### config.mk
export PLATFORM = sky130hd
export DESIGN_NAME = bmdma_regs
export DESIGN_NICKNAME = d
export VERILOG_FILES = /design/src/rtl/bmdma_pkg.sv /design/src/rtl/bmdma_lane_merge.sv /design/src/rtl/bmdma_irq_edge.sv /design/src/rtl/bmdma_regs.sv
export SDC_FILE = /design/constraint.sdc
export NUM_CORES = 1
export LEC_CHECK = 0
export CAP_MARGIN = 20
export CORE_MARGIN = 4
export CORE_UTILIZATION = 40
export DETAILED_ROUTE_END_ITERATION = 10
export HOLD_SLACK_MARGIN = 0.08
export PLACE_DENSITY = 0.67
export SYNTH_ARGS = -nofsm -noshare
export SYNTH_HDL_FRONTEND = slang
export SYNTH_SLANG_ARGS = --single-unit
### constraint.sdc
create_clock -name clk -period 2.9 [get_ports clk]
set_input_delay 0.87 -clock clk [delete_from_list [all_inputs] [get_ports clk]]
set_output_delay 0.87 -clock clk [all_outputs]
set_load 0.01 [all_outputs]
### src/rtl/bmdma_pkg.sv
package bmdma_pkg;
    typedef enum logic [1:0] {
        SEL_CMD  = 2'd0,
        SEL_STAT = 2'd1,
        SEL_BASE = 2'd2
    } reg_sel_e;

    localparam int CMD_RUN_BIT  = 0;
    localparam int CMD_DIR_BIT  = 3;
    localparam logic [7:0] CMD_KEEP_MASK = 8'h09;

    localparam int ST_ACT_BIT = 0;
    localparam int ST_ERR_BIT = 1;
    localparam int ST_INT_BIT = 2;
    localparam int ST_CAP_LO  = 5;
    localparam int ST_CAP_HI  = 6;
endpackage

### src/rtl/bmdma_lane_merge.sv
module bmdma_lane_merge #(
    parameter int ADDR_W = 32,
    localparam int LANES = ADDR_W / 8,
    localparam int OFF_W = $clog2(LANES)
) (
    input  logic [ADDR_W-1:0] cur_val,
    input  logic [ADDR_W-1:0] wr_val,
    input  logic [OFF_W-1:0]  off,
    input  logic [1:0]        size,
    output logic [ADDR_W-1:0] merged,
    output logic [ADDR_W-1:0] extract
);
    logic [ADDR_W-1:0] shifted_wr;
    logic [ADDR_W-1:0] shifted_rd;
    int unsigned       nbytes;

    always_comb begin
        nbytes     = 32'd1 << size;
        shifted_wr = wr_val << {off, 3'b000};
        shifted_rd = cur_val >> {off, 3'b000};
    end

    for (genvar k = 0; k < LANES; k++) begin : g_lane
        logic hit_wr;
        logic keep_rd;
        always_comb begin
            hit_wr  = (k >= int'(off)) && (k < int'(off) + int'(nbytes));
            keep_rd = (k < int'(nbytes));
            merged[8*k +: 8]  = hit_wr ? shifted_wr[8*k +: 8] : cur_val[8*k +: 8];
            extract[8*k +: 8] = keep_rd ? shifted_rd[8*k +: 8] : 8'h00;
        end
    end
endmodule

### src/rtl/bmdma_irq_edge.sv
module bmdma_irq_edge (
    input  logic clk,
    input  logic rst_n,
    input  logic level_in,
    output logic rise
);
    logic prev_d, prev_q;

    always_comb begin
        prev_d = level_in;
        rise   = level_in & ~prev_q;
    end

    always_ff @(posedge clk or negedge rst_n) begin
        if (!rst_n) prev_q <= 1'b0;
        else        prev_q <= prev_d;
    end
endmodule

### src/rtl/bmdma_regs.sv
module bmdma_regs #(
    parameter int ADDR_W     = 32,
    parameter int DESC_BYTES = 8,
    parameter int ALIGN_BITS = 2,
    localparam int LANES = ADDR_W / 8,
    localparam int OFF_W = $clog2(LANES)
) (
    input  logic              clk,
    input  logic              rst_n,
    input  logic              chan_clr,
    input  logic              reg_wr,
    input  logic [1:0]        reg_sel,
    input  logic [OFF_W-1:0]  reg_off,
    input  logic [1:0]        reg_size,
    input  logic [ADDR_W-1:0] wdata,
    output logic [ADDR_W-1:0] rdata,
    output logic              eng_start,
    output logic              eng_cancel,
    output logic              xfer_dir,
    output logic [ADDR_W-1:0] tbl_ptr,
    input  logic              eng_step,
    input  logic              eng_done,
    input  logic              eng_more,
    input  logic              eng_err,
    input  logic              drv_irq,
    output logic              host_irq
);
    import bmdma_pkg::*;

    localparam logic [ADDR_W-1:0] ALIGN_CLR = ~((ADDR_W'(1) << ALIGN_BITS) - ADDR_W'(1));

    typedef struct packed {
        logic [7:0]        cmd;
        logic [7:0]        stat;
        logic [ADDR_W-1:0] base;
        logic [ADDR_W-1:0] ptr;
        logic              start_p;
        logic              cancel_p;
    } regs_t;

    regs_t r_d, r_q;
    logic [ADDR_W-1:0] base_merged, base_extract;
    logic              irq_rise;
    logic              run_new;

    bmdma_lane_merge #(.ADDR_W(ADDR_W)) u_merge (
        .cur_val (r_q.base),
        .wr_val  (wdata),
        .off     (reg_off),
        .size    (reg_size),
        .merged  (base_merged),
        .extract (base_extract)
    );

    bmdma_irq_edge u_edge (
        .clk      (clk),
        .rst_n    (rst_n),
        .level_in (drv_irq),
        .rise     (irq_rise)
    );

    always_comb begin
        r_d          = r_q;
        r_d.start_p  = 1'b0;
        r_d.cancel_p = 1'b0;
        run_new      = wdata[CMD_RUN_BIT];

        if (eng_step) r_d.ptr = r_q.ptr + ADDR_W'(DESC_BYTES);
        if (eng_done) r_d.stat[ST_ACT_BIT] = eng_more;

        if (reg_wr) begin
            case (reg_sel)
                SEL_CMD: begin
                    if (run_new != r_q.cmd[CMD_RUN_BIT]) begin
                        if (!run_new) begin
                            r_d.cancel_p           = 1'b1;
                            r_d.stat[ST_ACT_BIT]   = 1'b0;
                        end else begin
                            r_d.ptr = r_q.base;
                            if (!r_q.stat[ST_ACT_BIT]) begin
                                r_d.stat[ST_ACT_BIT] = 1'b1;
                                r_d.start_p          = 1'b1;
                            end
                        end
                    end
                    r_d.cmd = wdata[7:0] & CMD_KEEP_MASK;
                end
                SEL_STAT: begin
                    if (wdata[ST_ERR_BIT]) r_d.stat[ST_ERR_BIT] = 1'b0;
                    if (wdata[ST_INT_BIT]) r_d.stat[ST_INT_BIT] = 1'b0;
                    r_d.stat[ST_CAP_HI:ST_CAP_LO] = wdata[ST_CAP_HI:ST_CAP_LO];
                end
                SEL_BASE: r_d.base = base_merged & ALIGN_CLR;
                default: ;
            endcase
        end

        if (eng_err)  r_d.stat[ST_ERR_BIT] = 1'b1;
        if (irq_rise) r_d.stat[ST_INT_BIT] = 1'b1;

        if (chan_clr) begin
            r_d          = '0;
            r_d.cancel_p = r_q.stat[ST_ACT_BIT];
        end
    end

    always_ff @(posedge clk or negedge rst_n) begin
        if (!rst_n) r_q <= '0;
        else        r_q <= r_d;
    end

    always_comb begin
        case (reg_sel)
            SEL_CMD:  rdata = {{(ADDR_W-8){1'b0}}, r_q.cmd};
            SEL_STAT: rdata = {{(ADDR_W-8){1'b0}}, r_q.stat};
            SEL_BASE: rdata = base_extract;
            default:  rdata = '0;
        endcase
    end

    assign eng_start  = r_q.start_p;
    assign eng_cancel = r_q.cancel_p;
    assign xfer_dir   = r_q.cmd[CMD_DIR_BIT];
    assign tbl_ptr    = r_q.ptr;
    assign host_irq   = drv_irq;

    assert_cmd_masked_R1: assert property (@(posedge clk) disable iff (!rst_n)
        (r_q.cmd & ~CMD_KEEP_MASK) == 8'h00);

    assert_same_run_quiet_R2: assert property (@(posedge clk) disable iff (!rst_n)
        reg_wr && reg_sel == SEL_CMD && wdata[CMD_RUN_BIT] == r_q.cmd[CMD_RUN_BIT] && !chan_clr
        |=> !eng_start && !eng_cancel);

    assert_cancel_idle_R3: assert property (@(posedge clk) disable iff (!rst_n)
        eng_cancel |-> !r_q.stat[ST_ACT_BIT]);

    assert_start_loaded_R4: assert property (@(posedge clk) disable iff (!rst_n)
        eng_start |-> r_q.stat[ST_ACT_BIT] && tbl_ptr == r_q.base);

    assert_base_aligned_R5: assert property (@(posedge clk) disable iff (!rst_n)
        r_q.base[ALIGN_BITS-1:0] == '0);

    assert_irq_latch_R7: assert property (@(posedge clk) disable iff (!rst_n)
        irq_rise && !chan_clr |=> r_q.stat[ST_INT_BIT]);

    assert_done_last_R10: assert property (@(posedge clk) disable iff (!rst_n)
        eng_done && !eng_more && !chan_clr && !(reg_wr && reg_sel == SEL_CMD)
        |=> !r_q.stat[ST_ACT_BIT]);

    assert_done_more_R10: assert property (@(posedge clk) disable iff (!rst_n)
        eng_done && eng_more && !chan_clr && !(reg_wr && reg_sel == SEL_CMD)
        |=> r_q.stat[ST_ACT_BIT]);
endmodule

==> reports/qor.yml <==
outcome:
  status: "finished clean"
place:
  dpl_worst_slack_ps: -684
  place.gp.congestion: 0.901
  dp_hpwl_mm: 11.8
  placed_cell_area_mm2: 0.00618
  io_buffer_count: 114
drt:
  vias: 4485
  drt-initial-drc-count: 442
  drt-pass1-iter-count: 5
  wire_per_inst_um: 18.3
  viasPerCell: 5.42
  ant_nets: 0
  drc: 0
  finalWirelength_mm: 15.2
die:
  core_mm2: 0.0115
  initial_core_util: 0.411
  rows: 39
  boundaryPins: 115
  die_height_um: 117
  die_width_um: 117
  fp.dieArea_mm2: 0.0137
worst_hold_path:
  worstHoldStart: "r_q[41]"
  hold_class: "reg2reg"
  holdPathEnd: "r_q[41]"
  whs_path_depth: 2
yosys:
  synth_compound_area_frac: 0.150
  syn_nets: 601
  postSynthAreaPerCell_um2: 8.63
  synth_common_cells: "nand2_1, dfrtp_1, o21ai_0, nor2_1, mux2i_1"
  syn_area_mm2: 0.00474
  synth-adder-area-share: 0.0148
  synth_most_common_cell: "nand2_1"
  synth_cells: 549
  synth_edf_count: 0
  synth_cell_types: 47
  ys_seq_area_frac: 0.375
  async_flop_share: 1.00
  synth.area.top_cells: "dfrtp_1, nand2_1, mux2i_1"
  ys_ff_latch: 71
  synth_top_family_by_area: "simple AND/OR/NAND/NOR gates"
  synth_top_area_share: 0.375
  yosysWarnings: 0
  synth.area.mux_share: 0.107
  synthSimpleGateAreaFrac: 0.216
  synth_xor_area_frac: 0.0518
  synthFlopType: "dfrtp_1"
  yosys.area.top_type: "dfrtp_1"
timing:
  fin_ws_ps: 47.3
  fin_crit_ps: 2850
  finalSetupTns_ps: 0
  relSlewSlack: 0.615
  max_freq_ghz: 0.351
  layout_worst_path_cycle_share: 0.984
  whs_ps: 512
  setup_viol: 0
  hold_viol: 0
  maxSlewViolCount: 0
  fin_skew_ps: 13.4
  tightest_slew_ps: 577
setup_path:
  path_cells: "buf_12 > buf_12 > buf_4 > nor2b_2 > a211oi_1 > a211oi_1 > buf_2"
  crit_start: "reg_off[1]"
  startpoint_type: "primary input"
  ff2ff_setup_slack_ps: 1020
  end_kind: "output pin"
  crit_fanout: 8
  worstPathRequired_ps: 2030
  crit_type: "in2out"
  crit_family: "buffers and inverters"
  slowest_stage: "a211oi_1"
  cpPeakStageDelay_ps: 290
  crit_buf_inv: 4
  arrival_ps: 1980
  reg2reg_to: "tbl_ptr[31]"
  reg2reg_from: "tbl_ptr[3]"
  reg2regPathDepth: 7
grt:
  grt_max_degree: 30
  gr-total-overflow: 0
  antenna_found_initial: 0
  grt_pass1_wl_mm: 23.7
  grt_use_total: 0.224
  grt_pass1_vias: 4396
clocking:
  htreeDepth: 3
  cts_made_buffers: 9
  hold_buffers: 0
  path_clk_slew_ps: 60
  clock_path_buffers: 2
  clkLatencyLatePin_ps: 330
  cts.sinks: 71
  root_buffer: "clkbuf_16"
  cts_tree: "built"
cells_and_area:
  diodes: 0
  layout-drive-gt1-share: 0.253
  fin_nets: 732
  fillers: 1028
  area_growth_pct: 39.8
  design_area_mm2: 0.00663
pwr:
  vdd_drop_max_uv: 291
  leakagePower_nw: 2.87
  power_w: 0.00251
  powerDensity_mw_per_mm2: 379
flow_run:
  cap_violations: 0
## worst max path at each step
stage | endpoint | slack (ps) | depth (start not counted)
detailed placement | rdata[24] | -680 | 8
global placement | rdata[27] | -650 | 8
floorplan | r_q[60] | 3 | 9
finish | rdata[7] | 50 | 7
global route | rdata[29] | -4 | 9
CTS | rdata[24] | -3 | 9
## cell families (layout without fill, tap and decap cells)
group,Yosys count,after routing
buffers and inverters,71,207
multiplexers,49,49
XOR/XNOR,28,28
AO/OA/AOI/OAI,119,119
flip-flops,71,71
adder cells (fa/ha/maj),5,5
AND/OR/NAND/NOR,206,206
## report_power, final
group	switching, W	total [W]	internal [W]	leakage [nW]
sequential	0.0000311	0.00104	0.00101	0.978
combinational	0.000222	0.000436	0.000214	1.76
clock	0.000448	0.00103	0.000582	0.125
total	0.000701	0.00251	0.00181	2.87
## per-layer routing
metal / vias up / GRT usage / wire [um]
met5: - / 0 / 0
met4: 0 / 0.0436 / 183
met3: 15 / 0.0411 / 1030
met2: 168 / 0.367 / 7170
met1: 2175 / 0.314 / 6820
li1: 2127 / - / -
## per-stage QoR
stage | util | std cells
3_5_place_dp | 0.537 | 803
6_report | 0.575 | 828
2_1_floorplan | - | 549
4_1_cts | 0.565 | 822
5_1_grt | 0.575 | 828
3_3_place_gp | 0.537 | 803
## area by class of cell
class	instances	area (um^2)	area share
clock buffer	10	229	0.0346
clock inverter	6	45.0	0.00680
inverter	9	33.8	0.00510
multi-input combinational	407	2700	0.408
sequential	71	1780	0.268
tap	143	179	0.0270
timing repair buffer	182	1660	0.251
## registers in the layout (all words and copies together) (netlist names)
register,cells
eng_cancel,1
eng_start,1
r_q,36
tbl_ptr,31
u_edge.prev_q,1
xfer_dir,1
## timing repair
item | 4_1_cts | 5_1_grt
resized for setup | 148 | 34
pin swaps | 7 | 7
endpoints found under the hold margin | 0 | 0
endpoints found under the setup margin | 56 | 48
setup buffers | 3 | 6
## worst min-delay path: cells and delay by family (launching register included)
kind / cells / cell delay, ps
AO/OA/AOI/OAI: 1 / 60
flip-flops: 1 / 370
AND/OR/NAND/NOR: 1 / 50
## layout by cell type, fill, tap and decap left out, types with 9 or more instances in the layout
| cell type | synthesis | layout |
|---|---|---|
| nand2_1 | 101 | 100 |
| clkdlybuf4s50_1 | 0 | 75 |
| dfrtp_1 | 71 | 71 |
| buf_4 | 33 | 56 |
| o21ai_0 | 53 | 50 |
| nor2_1 | 38 | 35 |
| mux2i_1 | 35 | 32 |
| a21oi_1 | 23 | 19 |
| xor2_1 | 19 | 19 |
| nand3_1 | 17 | 17 |
| buf_2 | 10 | 17 |
| mux2_2 | 14 | 13 |
| buf_6 | 0 | 13 |
| o211ai_1 | 11 | 11 |
| inv_1 | 9 | 9 |
| xnor2_1 | 9 | 9 |
| clkbuf_16 | 0 | 9 |
Power figures use the tool's default switching activity.
